==> src/rtl/vcg_pkg.sv <==
// Package: shared widths and select decoding for the video clock generator.
// Assumes the largest division ratio is 2**CNT_W and the smallest is 2.
package vcg_pkg;
    localparam int CNT_W = 5;
    localparam int LG_W  = 3;
    localparam int DIV_LG_BASE = 2;

    typedef logic [LG_W-1:0] lg_t;

    typedef enum logic [1:0] {
        MUX_8TO1 = 2'b00,
        MUX_4TO1 = 2'b01,
        MUX_2TO1 = 2'b10,
        MUX_ALT8 = 2'b11
    } mux_rate_e;

    // Decode the multiplex rate into log2 of the load divider.
    function automatic lg_t mux_to_lg(input logic [1:0] sel);
        case (mux_rate_e'(sel))
            MUX_4TO1: return lg_t'(2);
            MUX_2TO1: return lg_t'(1);
            default:  return lg_t'(3);
        endcase
    endfunction

    // Decode the divider select into log2 of the programmable divider.
    function automatic lg_t div_to_lg(input logic [1:0] sel);
        return lg_t'(sel) + lg_t'(DIV_LG_BASE);
    endfunction
endpackage

==> src/rtl/vcg_phase_counter.sv <==
// Free-running phase counter shared by all divided outputs.
// Assumes: reset loads all ones so the first post-reset edge lands on phase 0.
module vcg_phase_counter #(
    parameter int W = vcg_pkg::CNT_W
) (
    input  logic         clk,
    input  logic         rst_n,
    output logic [W-1:0] cnt_q,
    output logic [W-1:0] cnt_nxt,
    output logic         wrap_nxt
);
    // Next phase value and frame-start flag.
    always_comb begin
        cnt_nxt  = cnt_q + W'(1);
        wrap_nxt = (cnt_nxt == '0);
    end

    // Phase register.
    always_ff @(posedge clk) begin
        if (!rst_n) cnt_q <= '1;
        else        cnt_q <= cnt_nxt;
    end
endmodule

==> src/rtl/vcg_rate_divider.sv <==
// Power-of-two divider: produces a 50% duty clock of period 2**lg from the
// shared phase. A requested ratio is adopted only at the frame start.
// Assumes: requested lg is between 1 and W.
module vcg_rate_divider #(
    parameter int W    = vcg_pkg::CNT_W,
    parameter int LG_W = vcg_pkg::LG_W
) (
    input  logic            clk,
    input  logic            rst_n,
    input  logic [W-1:0]    cnt_q,
    input  logic [W-1:0]    cnt_nxt,
    input  logic            wrap_nxt,
    input  logic [LG_W-1:0] req_lg,
    output logic            div_out,
    output logic [LG_W-1:0] lg_q
);
    logic [LG_W-1:0] eff_lg;
    logic [W-1:0]    cur_mask;

    // Ratio in force for the coming cycle.
    always_comb begin
        eff_lg   = wrap_nxt ? req_lg : lg_q;
        cur_mask = (W'(1) << lg_q) - W'(1);
    end

    // Output phase and adopted ratio registers.
    always_ff @(posedge clk) begin
        if (!rst_n) begin
            div_out <= 1'b0;
            lg_q    <= LG_W'(1);
        end else begin
            div_out <= ~cnt_nxt[eff_lg - LG_W'(1)];
            lg_q    <= eff_lg;
        end
    end

    // a rising edge only at the start of the own period.
    assert_rise_on_period_R3: assert property (@(posedge clk) disable iff (!rst_n)
        $rose(div_out) |-> ((cnt_q & cur_mask) == '0));

    // the adopted ratio only changes on the frame-start cycle.
    assert_ratio_at_frame_R5: assert property (@(posedge clk) disable iff (!rst_n)
        ($past(rst_n) && !$stable(lg_q)) |-> (cnt_q == '0));
endmodule

==> src/rtl/vcg_shift_gate.sv <==
// Registered AND of the shift clock with active-low blanking.
// Assumes both inputs are synchronous to the pixel clock.
module vcg_shift_gate (
    input  logic clk,
    input  logic rst_n,
    input  logic sck_in,
    input  logic blank_n,
    output logic sck_out
);
    // Sampling stage.
    always_ff @(posedge clk) begin
        if (!rst_n) sck_out <= 1'b0;
        else        sck_out <= sck_in & blank_n;
    end

    // blanking forces the output low.
    assert_blank_forces_low_R7: assert property (@(posedge clk) disable iff (!rst_n)
        ($past(rst_n) && !$past(blank_n)) |-> !sck_out);

    // a low shift clock input yields a low output.
    assert_low_input_low_R6: assert property (@(posedge clk) disable iff (!rst_n)
        ($past(rst_n) && !$past(sck_in)) |-> !sck_out);
endmodule

==> src/rtl/vid_clock_gen.sv <==
// Top: load strobe (clk/M), programmable clock (clk/N) and blank-gated
// shift clock. Both dividers share one phase counter, so edges align.
// Assumes selects are synchronous to clk.
module vid_clock_gen #(
    parameter int CNT_W = vcg_pkg::CNT_W,
    parameter int LG_W  = vcg_pkg::LG_W
) (
    input  logic       clk,
    input  logic       rst_n,
    input  logic [1:0] mux_rate,
    input  logic [1:0] div_sel,
    input  logic       shift_clk_in,
    input  logic       blank_n,
    output logic       load_strobe,
    output logic       prog_clk,
    output logic       shift_clk_out
);
    localparam int NUM_DIV = 2;

    logic [CNT_W-1:0] cnt_q;
    logic [CNT_W-1:0] cnt_nxt;
    logic             wrap_nxt;
    logic [LG_W-1:0]  req_lg [NUM_DIV];
    logic [LG_W-1:0]  act_lg [NUM_DIV];
    logic [NUM_DIV-1:0] div_clk;

    // Decode the select fields into requested log2 ratios.
    always_comb begin
        req_lg[0] = vcg_pkg::mux_to_lg(mux_rate);
        req_lg[1] = vcg_pkg::div_to_lg(div_sel);
    end

    vcg_phase_counter #(.W(CNT_W)) u_phase (
        .clk(clk), .rst_n(rst_n),
        .cnt_q(cnt_q), .cnt_nxt(cnt_nxt), .wrap_nxt(wrap_nxt)
    );

    for (genvar g = 0; g < NUM_DIV; g++) begin : g_div
        vcg_rate_divider #(.W(CNT_W), .LG_W(LG_W)) u_div (
            .clk(clk), .rst_n(rst_n),
            .cnt_q(cnt_q), .cnt_nxt(cnt_nxt), .wrap_nxt(wrap_nxt),
            .req_lg(req_lg[g]),
            .div_out(div_clk[g]), .lg_q(act_lg[g])
        );
    end

    vcg_shift_gate u_gate (
        .clk(clk), .rst_n(rst_n),
        .sck_in(shift_clk_in), .blank_n(blank_n), .sck_out(shift_clk_out)
    );

    // Output naming.
    always_comb begin
        load_strobe = div_clk[0];
        prog_clk    = div_clk[1];
    end

    // reset clears every output.
    assert_reset_low_R1: assert property (@(posedge clk)
        !rst_n |=> (!load_strobe && !prog_clk && !shift_clk_out));

    // the slower clock rises only together with the faster one.
    assert_prog_on_load_R4: assert property (@(posedge clk) disable iff (!rst_n)
        ($rose(prog_clk) && (act_lg[1] >= act_lg[0])) |-> $rose(load_strobe));
    assert_load_on_prog_R4: assert property (@(posedge clk) disable iff (!rst_n)
        ($rose(load_strobe) && (act_lg[1] < act_lg[0])) |-> $rose(prog_clk));
endmodule

==> config.mk <==
export PLATFORM = sky130hd
export DESIGN_NAME = vid_clock_gen
export DESIGN_NICKNAME = d
export VERILOG_FILES = /design/src/rtl/vcg_pkg.sv /design/src/rtl/vcg_phase_counter.sv /design/src/rtl/vcg_rate_divider.sv /design/src/rtl/vcg_shift_gate.sv /design/src/rtl/vid_clock_gen.sv
export SDC_FILE = /design/constraint.sdc
export NUM_CORES = 1
export LEC_CHECK = 0
export CAP_MARGIN = 20
export CORE_MARGIN = 5
export CORE_UTILIZATION = 25
export DETAILED_ROUTE_END_ITERATION = 10
export GPL_TIMING_DRIVEN = 1
export PLACE_DENSITY = 0.49
export SYNTH_ARGS = -nofsm -noshare
export SYNTH_HDL_FRONTEND = slang
export SYNTH_SLANG_ARGS = --single-unit
export TNS_END_PERCENT = 50
==> constraint.sdc <==
create_clock -name clk -period 3.05 [get_ports clk]
set_input_delay 0.915 -clock clk [delete_from_list [all_inputs] [get_ports clk]]
set_output_delay 0.915 -clock clk [all_outputs]
set_load 0.01 [all_outputs]
==> results of run 1 <==
[logic make-up after synthesis]
group | count (synthesis)
simple gates | 40
compound gates | 27
flops | 14
xor+xnor | 5
buf+inv | 4
fa+ha+maj | 4
mux | 1
[routing by layer]
layer  global-route usage  share of wire  vias up
li1                     -              -      369
met3               0.0405          0.051        2
met5                    0              0        -
met2                0.142           0.46       10
met4               0.0228         0.0041        0
met1                0.109           0.48      314
[state kept, by name, indices dropped and copies added, names as in the netlist]
register and count:
g_div.u_div.lg_q 6, u_phase.cnt_q 5, g_div.u_div.div_out 2, u_gate.sck_out 1
[worst max-delay path by stage]
stage / from / end / slack, ns
after detailed placement: div_sel[1] / g_div[1].u_div.div_out / 0.27
after floorplan: u_phase.cnt_q[0] / g_div[1].u_div.div_out / 0.63
after global placement: div_sel[1] / g_div[1].u_div.div_out / 0.23
final: u_phase.cnt_q[1] / g_div[1].u_div.div_out / 0.46
after CTS: u_phase.cnt_q[1] / g_div[1].u_div.div_out / 0.44
after global routing: u_phase.cnt_q[1] / g_div[1].u_div.div_out / 0.20
[final cells by class]
class	instances	area, um^2
clock buffer	3	22.5
fill	333	2070
inverter	3	11.3
multi-input combinational	77	519
sequential	14	280
tap	44	55.1
timing repair buffer	12	115
[worst max-delay path: stages, from the launching register on]
cell and delay [ns]:
dfxtp_1 0.39, ha_1 0.28, and3_4 0.23, o221ai_1 0.18
o21ai_0 0.24, and2_1 0.20, ha_1 0.21, nor2b_1 0.14
o211ai_1 0.12, and2_1 0.18, o311a_1 0.32
[power groups by stage]
stage	combinational, mW	sequential (mW)	clock (mW)
after floorplan	0.201	0.241	0
after global placement	0.288	0.239	0
after detailed placement	0.289	0.239	0
after CTS	0.290	0.235	0.114
after global routing	0.325	0.240	0.125
final	0.290	0.235	0.108
[stage by stage]
step / utilization / area (um^2)
final: 0.326 / 1000
after global routing: 0.326 / 1000
after CTS: 0.326 / 1000
after detailed placement: 0.319 / 981
after global placement: 0.319 / 981
after floorplan: - / 815
[cells in the final DEF, fill, tap and decap left out]
cell              n
xnor2_1           4
o21bai_1          1
xor2_2            1
and2_1            3
and3_4            1
o311a_1           2
and3b_1           1
o2111ai_1         1
o21ai_0           3
a21boi_2          1
clkbuf_4          3
a21oi_1           8
a21boi_0          2
inv_1             3
o221a_4           1
nand2_4           1
o221ai_1          1
o21ai_1           2
nand3_1           3
ha_1              4
dfxtp_1          14
o211a_1           1
nand2b_1          4
buf_4             2
o211ai_1          2
nor2_1            6
clkdlybuf4s50_1  10
and3_1            1
o32ai_1           1
o311ai_1          1
nand2_1          14
nor2b_1           6
mux2i_1           1
==> out/qor.csv, run 1 <==
stage,metric,value,unit
global_routing,All-Layer GR Usage,0.0897,
global_routing,largest net degree at the start of global routing,15,
power,leak pwr,0.413,nW
yosys,yosys warns,0,
clock_tree,Sink Count,14,
power,power share of the clock group,0.170,
timing,max-slew violation count,0,
clock_tree,post_cts resized,0,
power,pwr dens,630,nW/um^2
critical_path,crit path DAT,2.77,ns
yosys,prevailing post-synth register cell,dfxtp_1,
floorplan,initial core utilization,0.265,
timing,max_slew headroom,0.688,
critical_path,Crit Path Class,reg -> reg,
floorplan,Top Ports,11,
final_layout,post-route insts no fill,153,
global_routing,first-pass GRT wire length,3070,um
clock_tree,Clock Pin Slew Worst Setup and Hold Paths,0.09,ns
timing,post-route setup slack,0.462,ns
min_path,worst hold start,g_div[1].u_div.lg_q[2],
clock_tree,Clock Path Buffers,2,
critical_path,worst reg2reg setup slack,0.46,ns
min_path,Hold Crit Depth,2,
yosys,Synth Area in XOR/XNOR,0.0630,
power,switch share,0.373,
detailed_routing,Initial DRC Count,29,
yosys,area share of and/or/nand/nor cells after synthesis,0.257,
floorplan,core box area,3080,um^2
floorplan,Die Wd,67.1,um
critical_path,worst-path maximum fanout,5,
final_layout,share of post-route cells with drive strength above 1,0.0917,
floorplan,std cell rows,20,
power,Pint,396,uW
placed_design,placed cell count,150,
yosys,#FFs+latches synth,14,
critical_path,crit path launch type,flop,
yosys,"Cell Area, Synth",815,um^2
placed_design,RD Place Congestion,0.753,
floorplan,die area,4500,um^2
global_routing,global route overflow,0,
yosys,Synth cell types,31,
clock_tree,hold buffers post-CTS,0,
min_path,min-delay worst type,reg -> reg,
timing,RSZ-0062 raised after global routing,false,
clock_tree,H-tree levels,1,
placed_design,HPWL after DPL,1310,um
placed_design,IO Port Bufs,10,
timing,final count of hold timing violations,0,
power,P_sw,236,uW
final_layout,number of diodes,0,
clock_tree,CTS tree,yes,
timing,Final Critical Period,2.59,ns
clock_tree,clk_lat worst skew,0.28,ns
yosys,Post-Synthesis Cells,95,
power,Final Total Pwr,632,uW
yosys,largest family of logic cells by synthesized area,simple AND/OR/NAND/NOR gates,
yosys,Post-Syn Nets,107,
detailed_routing,Vias,695,
yosys,"Avg Cell Area, Syn",8.57,um^2
yosys,asr flop ratio synth,0,
final_layout,Area Growth Syn to Fin,23.2,%
yosys,leading area contributor after synthesis,dfxtp_1,
detailed_routing,DRC Markers,0,
power,Max VDD drop,0.174,mV
detailed_routing,antenna-violating nets left,0,
min_path,WHS Endpoint,g_div[1].u_div.lg_q[2],
critical_path,Setup crit end kind,flop,
critical_path,R2R depth,10,
power,Comb power frac,0.458,
timing,hold_ws,0.481,ns
yosys,Post-synth EDFFs,0,
critical_path,R2R Path Start,u_phase.cnt_q[1],
critical_path,capturing point of the worst reg2reg path,g_div[1].u_div.div_out,
yosys,"top cells by area, synth","dfxtp_1 (34%), nand2_1 (6.5%), ha_1 (6.1%)",
timing,Fin Clk Skew,0.0116,ns
clock_tree,setup bufs post-CTS,0,
timing,Max Clk Rate,386,MHz
clock_tree,CTS Buf Count,3,
run,max cap viols,0,
yosys,mux share of post-synthesis cell area,0.0123,
global_routing,vias in the first global route,678,
yosys,Post-synth top cells,"dfxtp_1 (14), nand2_1 (14), a21oi_1 (8)",
timing,Least-Margin Pin Slew,0.466,ns
yosys,post-synthesis compound-gate area fraction,0.244,
floorplan,Die Y,67.1,um
detailed_routing,final WL,1710,um
power,power share of the sequential group,0.371,
global_routing,initial antenna violation count,0,
clock_tree,Root Buffer,clkbuf_4,
yosys,Synth Area in Adders,0.0614,
timing,setup TNS,0,ns
yosys,sequential area share after synthesis,0.344,
detailed_routing,Avg Vias per Cell,4.54,
detailed_routing,drt wl/cell,11.2,um
timing,final period utilization,0.848,
detailed_routing,first-pass iteration count of the detailed router,4,
critical_path,"Req. time, crit path",3.23,ns
final_layout,NumNets Final,123,
yosys,top cell type's share of synthesized area,0.344,
placed_design,Post-Place Worst Slack,0.267,ns
status,status,finished clean,
timing,final setup violation count,0,
(Power assumes the default switching activity.)
==> inputs of run 2 (changes only) <==
- PLACE_DENSITY: 0.49 -> 0.5
- clock period: 3.05 -> 2.3 ns (I/O delays scaled with it)
==> run 2 against run 1 <==
Worst setup slack got worse by 0.46 ns; first-iteration DRC count increased by 17%; sequential power increased by 32%; cell count increased by 16%; via count increased by 18%; sequential share of layout area decreased by 6.9 points; largest cell class unchanged; largest power group unchanged.
==> out/qor.csv, run 2 (synthesized netlist as in run 1, its figures left out) <==
stage,metric,value,unit
clock_tree,Root Buffer,clkbuf_4,
floorplan,Die Y,67.1,um
clock_tree,Clock Path Buffers,2,
final_layout,FF+latch area,284,um^2
min_path,min-delay worst type,reg -> reg,
status,status,finished clean,
clock_tree,Sink Count,14,
timing,Final Critical Period,2.30,ns
power,Final Total Pwr,1.12,mW
timing,post-route setup slack,0.00150,ns
detailed_routing,first-pass iteration count of the detailed router,4,
placed_design,HPWL after DPL,1460,um
timing,final count of hold timing violations,0,
detailed_routing,Vias,818,
critical_path,"Req. time, crit path",2.48,ns
critical_path,worst-path maximum fanout,6,
floorplan,std cell rows,20,
global_routing,largest net degree at the start of global routing,15,
final_layout,number of diodes,0,
floorplan,initial core utilization,0.265,
timing,Max Clk Rate,435,MHz
clock_tree,hold buffers post-CTS,0,
placed_design,Post-Place Worst Slack,-0.225,ns
run,max cap viols,0,
critical_path,Crit Path Class,reg -> reg,
placed_design,RD Place Congestion,0.762,
timing,RSZ-0062 raised after global routing,true,
floorplan,core box area,3080,um^2
critical_path,CP startpoint,u_phase.cnt_q[1],
final_layout,"commonest non-fill, non-tap cell in the layout",buf_4,
min_path,worst hold start,g_div[1].u_div.lg_q[2],
floorplan,Die Wd,67.1,um
floorplan,die area,4500,um^2
detailed_routing,DRC Markers,0,
clock_tree,H-tree levels,1,
power,leak pwr,0.536,nW
timing,max-slew violation count,0,
final_layout,Area Growth Syn to Fin,65.9,%
clock_tree,CTS tree,yes,
global_routing,global route overflow,0,
timing,final period utilization,0.999,
global_routing,first-pass GRT wire length,3600,um
clock_tree,Clock Pin Slew Worst Setup and Hold Paths,0.09,ns
timing,Least-Margin Pin Slew,0.483,ns
critical_path,crit path launch type,flop,
final_layout,NumNets Final,146,
timing,max_slew headroom,0.677,
final_layout,filler cell count in the final layout,306,
final_layout,post-route insts no fill,177,
detailed_routing,final WL,2110,um
global_routing,All-Layer GR Usage,0.107,
clock_tree,CTS Buf Count,3,
clock_tree,clk_lat worst skew,0.28,ns
detailed_routing,drt wl/cell,11.9,um
detailed_routing,antenna-violating nets left,0,
final_layout,share of post-route cells with drive strength above 1,0.406,
final_layout,area of the multi-input gates,677,um^2
timing,hold_ws,0.489,ns
power,pwr dens,828,nW/um^2
critical_path,crit path DAT,2.48,ns
timing,Fin Clk Skew,0.00568,ns
final_layout,"commonest non-fill, non-tap cells in the layout","buf_4 (25), nand2_1 (13), dfxtp_1 (11), clkdlybuf4s50_1 (10)",
power,Max VDD drop,0.326,mV
global_routing,initial antenna violation count,0,
detailed_routing,Initial DRC Count,34,
final_layout,biggest regs,"g_div.u_div.lg_q: 6 flops, u_phase.cnt_q: 5 flops, g_div.u_div.div_out: 2 flops",
final_layout,Largest Register,g_div.u_div.lg_q,
placed_design,placed cell count,166,
critical_path,R2R Path Start,u_phase.cnt_q[1],
floorplan,Top Ports,11,
global_routing,vias in the first global route,793,
final_layout,max reg flops,6,
critical_path,Setup crit end kind,flop,
detailed_routing,Avg Vias per Cell,4.62,
placed_design,IO Port Bufs,10,
timing,setup TNS,0,ns
timing,final setup violation count,0,
[run 2: changes by cell type in the layout (fill, tap and decap cells not counted), moves of 3 or more]
| cell | delta |
|---|---|
| a21oi_1 | -3 |
| buf_4 | +23 |
| ha_1 | -4 |
| ha_4 | +3 |
| dfxtp_1 | -3 |
| dfxtp_2 | +3 |
[run 2: through the flow]
stage	area (um^2)	util
after global placement	1110	0.360
after CTS	1230	0.400
after global routing	1350	0.439
after floorplan	822	-
after detailed placement	1110	0.360
final	1350	0.439
[run 2: final cells by class]
type,count,area share
clock buffers,4,0.0269
inverters,3,0.00833
multi-input cells,77,0.501
flip-flops and latches,14,0.210
well taps,44,0.0407
repair buffers,35,0.213
[run 2: report_power, final]
group,switching [mW],total (mW),internal [mW]
logic,0.289,0.626,0.337
clock network,0.0850,0.181,0.0964
registers,0.0279,0.311,0.283
[run 2: final timing paths]
kind,endpoint,slack (ns),cells after the start
min reg2reg,g_div[1].u_div.lg_q[2],0.49,2
max,g_div[1].u_div.div_out,0.001,11
max reg2reg,g_div[1].u_div.div_out,0.001,11
min,g_div[1].u_div.lg_q[2],0.49,2
[run 2: what timing repair did]
action                     CTS  global route
setup endpoints to repair    2             2
buffers inserted             6             1
pin swaps                    5            10
gates resized for setup      8            21
[run 2: metal layers]
| metal | part of all wire | global-route usage |
|---|---|---|
| met2 | 0.49 | 0.166 |
| met5 | 0 | 0 |
| met4 | 0.0062 | 0.0304 |
| met3 | 0.045 | 0.0371 |
| met1 | 0.45 | 0.139 |
[run 2: critical path, stage by stage (launching register included)]
cell and delay, ns:
dfxtp_2 0.34, ha_4 0.18, and3b_2 0.23, o221a_4 0.25
nand2_8 0.12, nor2_4 0.05, a21oi_4 0.15, ha_4 0.17
nor2b_4 0.13, o211ai_1 0.12, and2_1 0.18, o311a_1 0.28
